## config.mk

```make
export PLATFORM = sky130hd
export DESIGN_NAME = tmr_capcmp
export DESIGN_NICKNAME = d
export VERILOG_FILES = /design/src/rtl/tmr_pkg.sv /design/src/rtl/tmr_optreg.sv /design/src/rtl/tmr_counter.sv /design/src/rtl/tmr_channel.sv /design/src/rtl/tmr_capcmp.sv
export SDC_FILE = /design/constraint.sdc
export NUM_CORES = 1
export LEC_CHECK = 0
export ABC_CLOCK_PERIOD_IN_PS = 4000
export BUFFER_PORTS_ARGS = -buffer_cell sky130_fd_sc_hd__buf_2
export CORE_MARGIN = 3
export CORE_UTILIZATION = 35
export CTS_BUF_LIST = sky130_fd_sc_hd__clkbuf_8
export DETAILED_ROUTE_END_ITERATION = 7
export PLACE_DENSITY = 0.5
export SETUP_SLACK_MARGIN = 0.3
export SYNTH_ARGS = -nofsm -noshare
export SYNTH_HDL_FRONTEND = slang
export SYNTH_HIERARCHICAL = 1
export SYNTH_SLANG_ARGS = --single-unit
```

## constraint.sdc

```tcl
create_clock -name clk -period 4 [get_ports clk]
set_clock_uncertainty 0.1 [all_clocks]
set_input_delay 0.2 -clock clk [delete_from_list [all_inputs] [get_ports clk]]
set_output_delay 0.2 -clock clk [all_outputs]
set_load 0.005 [all_outputs]
```

## src/rtl/tmr_pkg.sv

```systemverilog
// Shared constants and types for the capture/compare timer.
package tmr_pkg;

    // Timer operating modes as driven on the mode input.
    typedef enum logic [1:0] {
        MODE_INTERVAL = 2'b00,
        MODE_FREERUN  = 2'b01,
        MODE_PULSEW   = 2'b10,
        MODE_PLAIN    = 2'b11
    } tmr_mode_e;

    // Option register geometry.
    localparam int OPT_W        = 8;
    localparam int OPT_FLAG_BIT = 0;
    localparam int OPT_SEL_LSB  = 4;

endpackage

```

## src/rtl/tmr_optreg.sv

```systemverilog
// Option register: per-channel capture/compare selectors and the sticky
// overflow flag with its interrupt pulse.
// Assumes NUM_CH <= 4 so the selectors fit in bits OPT_SEL_LSB and up.
module tmr_optreg
    import tmr_pkg::*;
#(
    parameter int NUM_CH = 2
) (
    input  logic              clk,
    input  logic              rst_n,
    input  logic              run_en,
    input  logic              wr_byte,
    input  logic              wr_bit,
    input  logic [2:0]        bit_sel,
    input  logic              flag_wdata,
    input  logic [NUM_CH-1:0] sel_wdata,
    input  logic              wrap_evt,
    output logic [NUM_CH-1:0] sel_q,
    output logic              ovf_flag,
    output logic              ovf_irq,
    output logic [OPT_W-1:0]  opt_rdata
);

    localparam logic [2:0] FLAG_POS = 3'(OPT_FLAG_BIT);

    logic clr_req;

    // Only a written 0 on the flag position asks for a clear.
    assign clr_req = (wr_byte || (wr_bit && bit_sel == FLAG_POS)) && !flag_wdata;

    // Flag and interrupt: stop clears, wrap sets (beats a clear), write 0 clears.
    always_ff @(posedge clk) begin
        if (!rst_n) begin
            ovf_flag <= 1'b0;
            ovf_irq  <= 1'b0;
        end else begin
            ovf_irq <= run_en && wrap_evt;
            if (!run_en)
                ovf_flag <= 1'b0;
            else if (wrap_evt)
                ovf_flag <= 1'b1;
            else if (clr_req)
                ovf_flag <= 1'b0;
        end
    end

    for (genvar i = 0; i < NUM_CH; i++) begin : g_sel
        localparam logic [2:0] POS = 3'(OPT_SEL_LSB + i);
        logic hit;
        logic val;
        logic q;
        assign hit = wr_byte || (wr_bit && bit_sel == POS);
        assign val = wr_byte ? sel_wdata[i] : flag_wdata;
        // Selector bit: accepts writes only while the timer is stopped.
        always_ff @(posedge clk) begin
            if (!rst_n)
                q <= 1'b0;
            else if (!run_en && hit)
                q <= val;
        end
        assign sel_q[i] = q;
    end

    // Read view: reserved bits stay zero.
    always_comb begin
        opt_rdata = '0;
        opt_rdata[OPT_FLAG_BIT] = ovf_flag;
        for (int i = 0; i < NUM_CH; i++)
            opt_rdata[OPT_SEL_LSB + i] = sel_q[i];
    end

    AST_SEL_FROZEN: assert property (@(posedge clk) disable iff (!rst_n)
        $past(run_en) |-> $stable(sel_q));
    AST_FLAG_ONLY_BY_WRAP: assert property (@(posedge clk) disable iff (!rst_n)
        $rose(ovf_flag) |-> ovf_irq);
    AST_STOP_CLEARS_FLAG: assert property (@(posedge clk) disable iff (!rst_n)
        !run_en |=> !ovf_flag);
    AST_SET_WINS: assert property (@(posedge clk) disable iff (!rst_n)
        (run_en && wrap_evt) |=> (ovf_flag && ovf_irq));
    AST_IRQ_SINGLE: assert property (@(posedge clk) disable iff (!rst_n)
        ovf_irq |=> !ovf_irq);

endmodule

```

## src/rtl/tmr_counter.sv

```systemverilog
// Up-counter: held at zero while stopped, one step per clock while running,
// restarts after matching the restart value in interval mode. Flags a wrap
// only in the modes that report overflow.
module tmr_counter
    import tmr_pkg::*;
#(
    parameter int CNT_W = 16
) (
    input  logic             clk,
    input  logic             rst_n,
    input  logic             run_en,
    input  tmr_mode_e        mode,
    input  logic [CNT_W-1:0] restart_val,
    output logic [CNT_W-1:0] cnt_q,
    output logic             wrap_evt
);

    localparam logic [CNT_W-1:0] CNT_MAX = '1;

    logic restart;

    assign restart  = run_en && (mode == MODE_INTERVAL) && (cnt_q == restart_val);
    assign wrap_evt = run_en && (cnt_q == CNT_MAX) &&
                      ((mode == MODE_FREERUN) || (mode == MODE_PULSEW));

    // Count register: zero when stopped or restarting, else increment.
    always_ff @(posedge clk) begin
        if (!rst_n || !run_en || restart)
            cnt_q <= '0;
        else
            cnt_q <= cnt_q + CNT_W'(1);
    end

    AST_HOLD_ZERO: assert property (@(posedge clk) disable iff (!rst_n)
        !run_en |=> (cnt_q == '0));
    AST_COUNT_STEP: assert property (@(posedge clk) disable iff (!rst_n)
        ($past(rst_n) && $past(run_en) && !$past(restart))
        |-> (cnt_q == $past(cnt_q) + CNT_W'(1)));
    AST_WRAP_TO_ZERO: assert property (@(posedge clk) disable iff (!rst_n)
        wrap_evt |=> (cnt_q == '0));

endmodule

```

## src/rtl/tmr_channel.sv

```systemverilog
// One channel register: captures the count on a trigger rising edge when in
// capture role, otherwise compares against the count and pulses on equality.
// Assumes the trigger is already synchronous to clk.
module tmr_channel #(
    parameter int CNT_W = 16
) (
    input  logic             clk,
    input  logic             rst_n,
    input  logic             run_en,
    input  logic             cap_role,
    input  logic             trig,
    input  logic [CNT_W-1:0] cnt,
    input  logic             wr_en,
    input  logic [CNT_W-1:0] wdata,
    output logic [CNT_W-1:0] val_q,
    output logic             match_o,
    output logic             cap_o
);

    logic trig_q;
    logic trig_rise;
    logic do_cap;

    assign trig_rise = trig && !trig_q;
    assign do_cap    = run_en && cap_role && trig_rise;

    // Edge history, event pulses and the channel value.
    always_ff @(posedge clk) begin
        if (!rst_n) begin
            trig_q  <= 1'b0;
            cap_o   <= 1'b0;
            match_o <= 1'b0;
            val_q   <= '0;
        end else begin
            trig_q  <= trig;
            cap_o   <= do_cap;
            match_o <= run_en && !cap_role && (cnt == val_q);
            if (do_cap)
                val_q <= cnt;
            else if (wr_en)
                val_q <= wdata;
        end
    end

    AST_CAPTURE_LOADS: assert property (@(posedge clk) disable iff (!rst_n)
        cap_o |-> (val_q == $past(cnt)));
    AST_MATCH_EQUAL: assert property (@(posedge clk) disable iff (!rst_n)
        match_o |-> ($past(cnt) == $past(val_q)));
    AST_MATCH_ROLE: assert property (@(posedge clk) disable iff (!rst_n)
        match_o |-> !$past(cap_role));
    AST_ROLE_EXCLUSIVE: assert property (@(posedge clk) disable iff (!rst_n)
        !(match_o && cap_o));

endmodule

```

## src/rtl/tmr_capcmp.sv

```systemverilog
// Capture/compare timer top: counter, option register, and NUM_CH channels
// behind a small register bus. Address 0 = option register, i+1 = channel i,
// NUM_CH+1 = counter. Assumes CNT_W >= 8 and NUM_CH <= 4.
module tmr_capcmp
    import tmr_pkg::*;
#(
    parameter int CNT_W  = 16,
    parameter int NUM_CH = 2,
    parameter int ADDR_W = $clog2(NUM_CH + 2)
) (
    input  logic              clk,
    input  logic              rst_n,
    input  logic              run_en,
    input  logic [1:0]        mode,
    input  logic              bus_we,
    input  logic              bus_bwe,
    input  logic [ADDR_W-1:0] bus_addr,
    input  logic [2:0]        bus_bit,
    input  logic [CNT_W-1:0]  bus_wdata,
    output logic [CNT_W-1:0]  bus_rdata,
    input  logic [NUM_CH-1:0] cap_trig,
    output logic [NUM_CH-1:0] cmp_match,
    output logic [NUM_CH-1:0] cap_event,
    output logic              ovf_irq
);

    localparam logic [ADDR_W-1:0] OPT_ADDR = '0;
    localparam logic [ADDR_W-1:0] CNT_ADDR = ADDR_W'(NUM_CH + 1);

    tmr_mode_e          mode_e;
    logic [CNT_W-1:0]   cnt_q;
    logic               wrap_evt;
    logic [NUM_CH-1:0]  sel_q;
    logic [NUM_CH-1:0]  cap_role;
    logic               ovf_flag;
    logic [OPT_W-1:0]   opt_rdata;
    logic [CNT_W-1:0]   ch_val [NUM_CH];
    logic               opt_wr_byte;
    logic               opt_wr_bit;

    assign mode_e      = tmr_mode_e'(mode);
    assign opt_wr_byte = bus_we  && (bus_addr == OPT_ADDR);
    assign opt_wr_bit  = bus_bwe && (bus_addr == OPT_ADDR);

    tmr_counter #(.CNT_W(CNT_W)) u_counter (
        .clk         (clk),
        .rst_n       (rst_n),
        .run_en      (run_en),
        .mode        (mode_e),
        .restart_val (ch_val[0]),
        .cnt_q       (cnt_q),
        .wrap_evt    (wrap_evt)
    );

    tmr_optreg #(.NUM_CH(NUM_CH)) u_optreg (
        .clk        (clk),
        .rst_n      (rst_n),
        .run_en     (run_en),
        .wr_byte    (opt_wr_byte),
        .wr_bit     (opt_wr_bit),
        .bit_sel    (bus_bit),
        .flag_wdata (bus_wdata[OPT_FLAG_BIT]),
        .sel_wdata  (bus_wdata[OPT_SEL_LSB +: NUM_CH]),
        .wrap_evt   (wrap_evt),
        .sel_q      (sel_q),
        .ovf_flag   (ovf_flag),
        .ovf_irq    (ovf_irq),
        .opt_rdata  (opt_rdata)
    );

    for (genvar i = 0; i < NUM_CH; i++) begin : g_ch
        logic wr_en;
        // Role decode: selectors count only in free-running mode.
        assign cap_role[i] = (mode_e == MODE_FREERUN) ? sel_q[i] : (mode_e == MODE_PULSEW);
        assign wr_en       = bus_we && (bus_addr == ADDR_W'(i + 1));

        tmr_channel #(.CNT_W(CNT_W)) u_ch (
            .clk      (clk),
            .rst_n    (rst_n),
            .run_en   (run_en),
            .cap_role (cap_role[i]),
            .trig     (cap_trig[i]),
            .cnt      (cnt_q),
            .wr_en    (wr_en),
            .wdata    (bus_wdata),
            .val_q    (ch_val[i]),
            .match_o  (cmp_match[i]),
            .cap_o    (cap_event[i])
        );
    end

    // Read mux selected by address.
    always_comb begin
        bus_rdata = '0;
        if (bus_addr == OPT_ADDR)
            bus_rdata[OPT_W-1:0] = opt_rdata;
        else if (bus_addr == CNT_ADDR)
            bus_rdata = cnt_q;
        for (int i = 0; i < NUM_CH; i++)
            if (bus_addr == ADDR_W'(i + 1))
                bus_rdata = ch_val[i];
    end

    AST_NO_IRQ_OUTSIDE_MODES: assert property (@(posedge clk) disable iff (!rst_n)
        ovf_irq |-> ($past(mode_e) == MODE_FREERUN || $past(mode_e) == MODE_PULSEW));
    AST_FLAG_HOLDS: assert property (@(posedge clk) disable iff (!rst_n)
        ($past(ovf_flag) && $past(run_en) && !$past(bus_we) && !$past(bus_bwe))
        |-> ovf_flag);

endmodule

```

==> metrics.md <==
| Metric | Value |
|---|---|
| Die height | between 100 and 150 um |
| CTS sink count | a little under 60 |
| Bufs on Longest Clock Path | 2 |
| Layout cells sized above 1 | a little over a fifth |
| GR Util met2 | approximately 30% |
| Yosys top cell by area | dfxtp_1 |
| Worst slew pin tran | roughly 1.1 ns |
| First-pass GRT wire length | 15740 um |
| M3 GR Usage | ~3.8% |
| CP Data Required Time | between 4 and 5 ns |
| Netlist cell types | 40 |
| EDFF count, synth | 0 |
| Power Internal | about 0.0011 W |
| I/O Buffers | 50 |
| Initial core utilization | between 30% and 40% |
| Gr ovfl total | 0 |
| Slew Viols, Final | 0 |
| Initial antenna violation count | 0 |
| Sw Ratio | about a quarter |
| Gate Count Post-Synth | 373 |
| Vias per cell | just over 5 |
| Kind of cell adding the most delay to the critical path | simple AND/OR/NAND/NOR gates |
| P_leak | roughly 1.9 nW |
| RSZ-0062 raised after global routing | false |
| Area delta synth->final | 14.26% |
| Antenna-violating nets left | 0 |
| Synth top area cells | dfxtp_1 (33%), xor2_1 (13%), mux2i_1 (9.6%) |
| Share of the synthesized area in the top cell type | between 30 and 40% |
| CTS buffer count | 9 |
| Synthesized cell area | 0.003546 sq mm |
| Hold Vio Cnt, Final | 0 |
| Final cell count without fillers | between 500 and 600 |
| FP Rows | 36 |
| Hpwl dp | a little under 7000 um |
| # Post-CTS Setup Buffers | 0 |
| Global routing's busiest layer | met2 |
| Max-Cap Viols | 0 |
| Clk root buf | clkbuf_8 |
| CTS tree | done |
| Dpl cells | ~530 |
| Switching power | 0.0003776 W |
| TritonRoute pass-1 iters | 4 |
| Post-synth top flop | dfxtp_1 |
| Period utilisation layout | between 50% and 60% |
| Crit path launch type | register |
| Critical path's most frequent cell | nor2_1 |
| Endpoint class of the critical path | register |
| Crit path largest cell delay | 0.58 ns |
| Status | completed |
| Critical Path Fanout Max | 9 |
| Register area share after synthesis | between 30% and 40% |
| Logic gate share of total power | 12.5% |
| Critical Path Slowest Stage Cell | dfxtp_1 |
| PD cells | between 300 and 400 mW/mm^2 |
| Clock Power Share | around 45% |
| Ys Warns | 6 |
| Antenna diode count | 0 |
| H-tree lvl count | 3 |
| Worst-path cell chain | ha_1 > nand4_1 > nor2_1 > nand4_1 > nor2_1 > nor2_1 > o21ai_0 > o2111a_1 |
| GRT Total Usage | a little under a fifth |
| Core area | between 0.009 and 0.01 sq mm |
| Final #Nets | 446 |
| Hold WC Path Type | in2reg |
| Register share of total power | a little over two fifths |
| Largest net degree at the start of global routing | 34 |
| Setup TNS | 0 ns |
| Setup violators final | 0 |
| Setup CP Type | reg2reg |
| WP data arrival | 2.48 ns |
| Synthesized flop and latch total | a little under 60 |
| Minimum clock period | approximately 2.3 ns |
| Via count | between 2000 and 3000 |
| Post-synthesis async set-or-reset flop share | 0% |
| Ports | 51 |
| Clock latency at the later pin of the worst-skew pair | 0.34 ns |
| GR Util met1 | about a quarter |
| DRC | 0 |
| Area of the die | about 0.011 sq mm |
| Vias in the first global route | roughly 2800 |
| Achievable frequency | ~440 MHz |
| Max-slew headroom | roughly a quarter |
| Peak VDD IR | 0.0001299 V |
| Buf/Inv on CP | 0 |
| 1st-iter DRT viols | 106 |
| Die width | ~110 um |
| Final WL | about 9900 um |
| Syn avg cell area | about 9.5 sq um |
| GP Congestion | 0.7629 |
| Worst-path clk slew | 0.07 ns |
| Drt wl/cell | about 18 um |
## cell families (layout without fill, tap and decap cells)
| group | Yosys count | after routing | synth area share (%) |
|---|---|---|---|
| DFF | 58 | 58 | 32.75 |
| AOI/OAI and AO/OA | 49 | 49 | 11.01 |
| other | 1 | 5 | 0.1058 |
| buffers and inverters | 35 | 77 | 6.457 |
| xor gates and xnor gates | 62 | 62 | 15.31 |
| muxes | 50 | 50 | 17.33 |
| adders and majority gates | 2 | 2 | 0.7056 |
| and+or+nand+nor | 116 | 116 | 16.34 |
## worst paths after layout
| path | from | to | slack [ns] | cells after the start |
|---|---|---|---|---|
| worst max register to register | u_counter/cnt_q[0]$_SDFF_PP0_ | u_optreg/ovf_flag$_SDFFE_PN0P_ | 1.71 | 8 |
| worst max-delay path | u_counter/cnt_q[0]$_SDFF_PP0_ | u_optreg/ovf_flag$_SDFFE_PN0P_ | 1.71 | 8 |
| worst min register to register | u_optreg/ovf_flag$_SDFFE_PN0P_ | u_optreg/ovf_flag$_SDFFE_PN0P_ | 0.44 | 1 |
| worst min-delay path | bus_wdata[6] | g_ch[1].u_ch/val_q[6]$_SDFFE_PN0P_ | 0.11 | 3 |
## sequential cells by signal, summed over array words and instances (netlist names)
signal and count:
u_counter/cnt_q 16, u_optreg/ovf_irq 1, u_optreg/ovf_flag 1, g_ch.u_ch/cap_o 2
g_ch.u_ch/trig_q 2, u_optreg/g_sel.q 2, g_ch.u_ch/match_o 2, g_ch.u_ch/val_q 32
## metal layers
metal	vias to the layer above	wire length, um
li1	1405	-
met1	1355	4704
met2	66	4695
met3	10	377
met4	0	100
met5	-	0
## synthesized netlist by cell type (3+ instances only)
| library cell | count |
|---|---|
| nand4_1 | 6 |
| dfxtp_1 | 58 |
| nor2_1 | 56 |
| xor2_1 | 54 |
| xnor2_1 | 8 |
| o21ai_0 | 3 |
| and2_1 | 3 |
| a22o_1 | 8 |
| mux2i_1 | 34 |
| nor4_1 | 10 |
| nand2_1 | 11 |
| nor3_1 | 5 |
| mux4_2 | 8 |
| buf_4 | 13 |
| nor2b_1 | 3 |
| nand4b_1 | 3 |
| mux2_2 | 7 |
| buf_2 | 9 |
| inv_1 | 4 |
| a211oi_1 | 32 |
| clkbuf_1 | 3 |
| nand3_1 | 8 |
## cells in the final DEF, fill, tap and decap left out, types with 2 or more instances in the layout
cell,Yosys,layout
nand3_1,8,8
o21ai_0,3,3
nor3_1,5,5
nor4_1,10,10
xnor2_1,8,8
bufinv_16,0,2
nand4b_1,3,3
mux4_2,8,8
nand4_1,6,6
nor2_1,56,56
dlygate4sd3_1,0,2
and2_1,3,3
buf_4,13,3
mux2_2,7,7
nor3b_1,2,2
conb_1,1,5
clkbuf_8,0,12
nor4_2,2,2
o2bb2ai_1,2,2
dfxtp_1,58,58
inv_1,4,4
clkinv_1,2,2
mux2i_1,34,34
a21o_1,2,2
a22o_1,8,8
nor2b_1,3,3
ha_1,2,2
xor2_1,54,54
buf_2,9,50
a211oi_1,32,32
and3_1,2,2
nand2_1,11,11
## timing repair
| action | CTS | global route |
|---|---|---|
| hold buffers | 2 | 0 |
| endpoints found under the hold margin | 2 | 0 |
| gates resized for setup | 0 | 0 |
## through the flow
stage | cell area, sq um | utilization (%) | hold slack [ns] | setup slack [ns] | power (W)
floorplan | 3561 | - | 0.2169 | 2.308 | 0.0007630
detailed placement | 3794 | 38.63 | 0.3382 | 1.543 | 0.0008223
global placement | 3794 | 38.63 | 0.3271 | 1.630 | 0.0008181
finish | 4051 | 41.26 | 0.1124 | 1.713 | 0.001464
global route | 4051 | 41.26 | 0.1112 | 1.500 | 0.001529
CTS | 4051 | 41.26 | 0.09812 | 1.726 | 0.001479
## worst register-to-register path, delay by kind of cell (launching register included)
family | cells | cell delay [ns]
and+or+nand+nor | 5 | 1.01
DFF | 1 | 0.58
adders and majority gates | 1 | 0.29
AOI/OAI and AO/OA | 2 | 0.25
## power groups by stage
stage | logic (W) | registers [W] | clock network (W)
after global routing | 0.000202 | 0.000631 | 0.000696
after floorplan | 0.000131 | 0.000632 | 0
after detailed placement | 0.000182 | 0.000640 | 0
after CTS | 0.000184 | 0.000627 | 0.000668
after global placement | 0.000179 | 0.000639 | 0
final | 0.000183 | 0.000627 | 0.000653
## cell type report
type	count	area [sq um]
clock inverter	4	72.57
fill	1031	5768
clock buffer	12	165.2
timing repair buffer	55	292.8
sequential	58	1161
tap	133	166.4
multi-input combinational	284	2171
inverter	6	22.52
No activity file was read; power rests on OpenSTA's default activity.
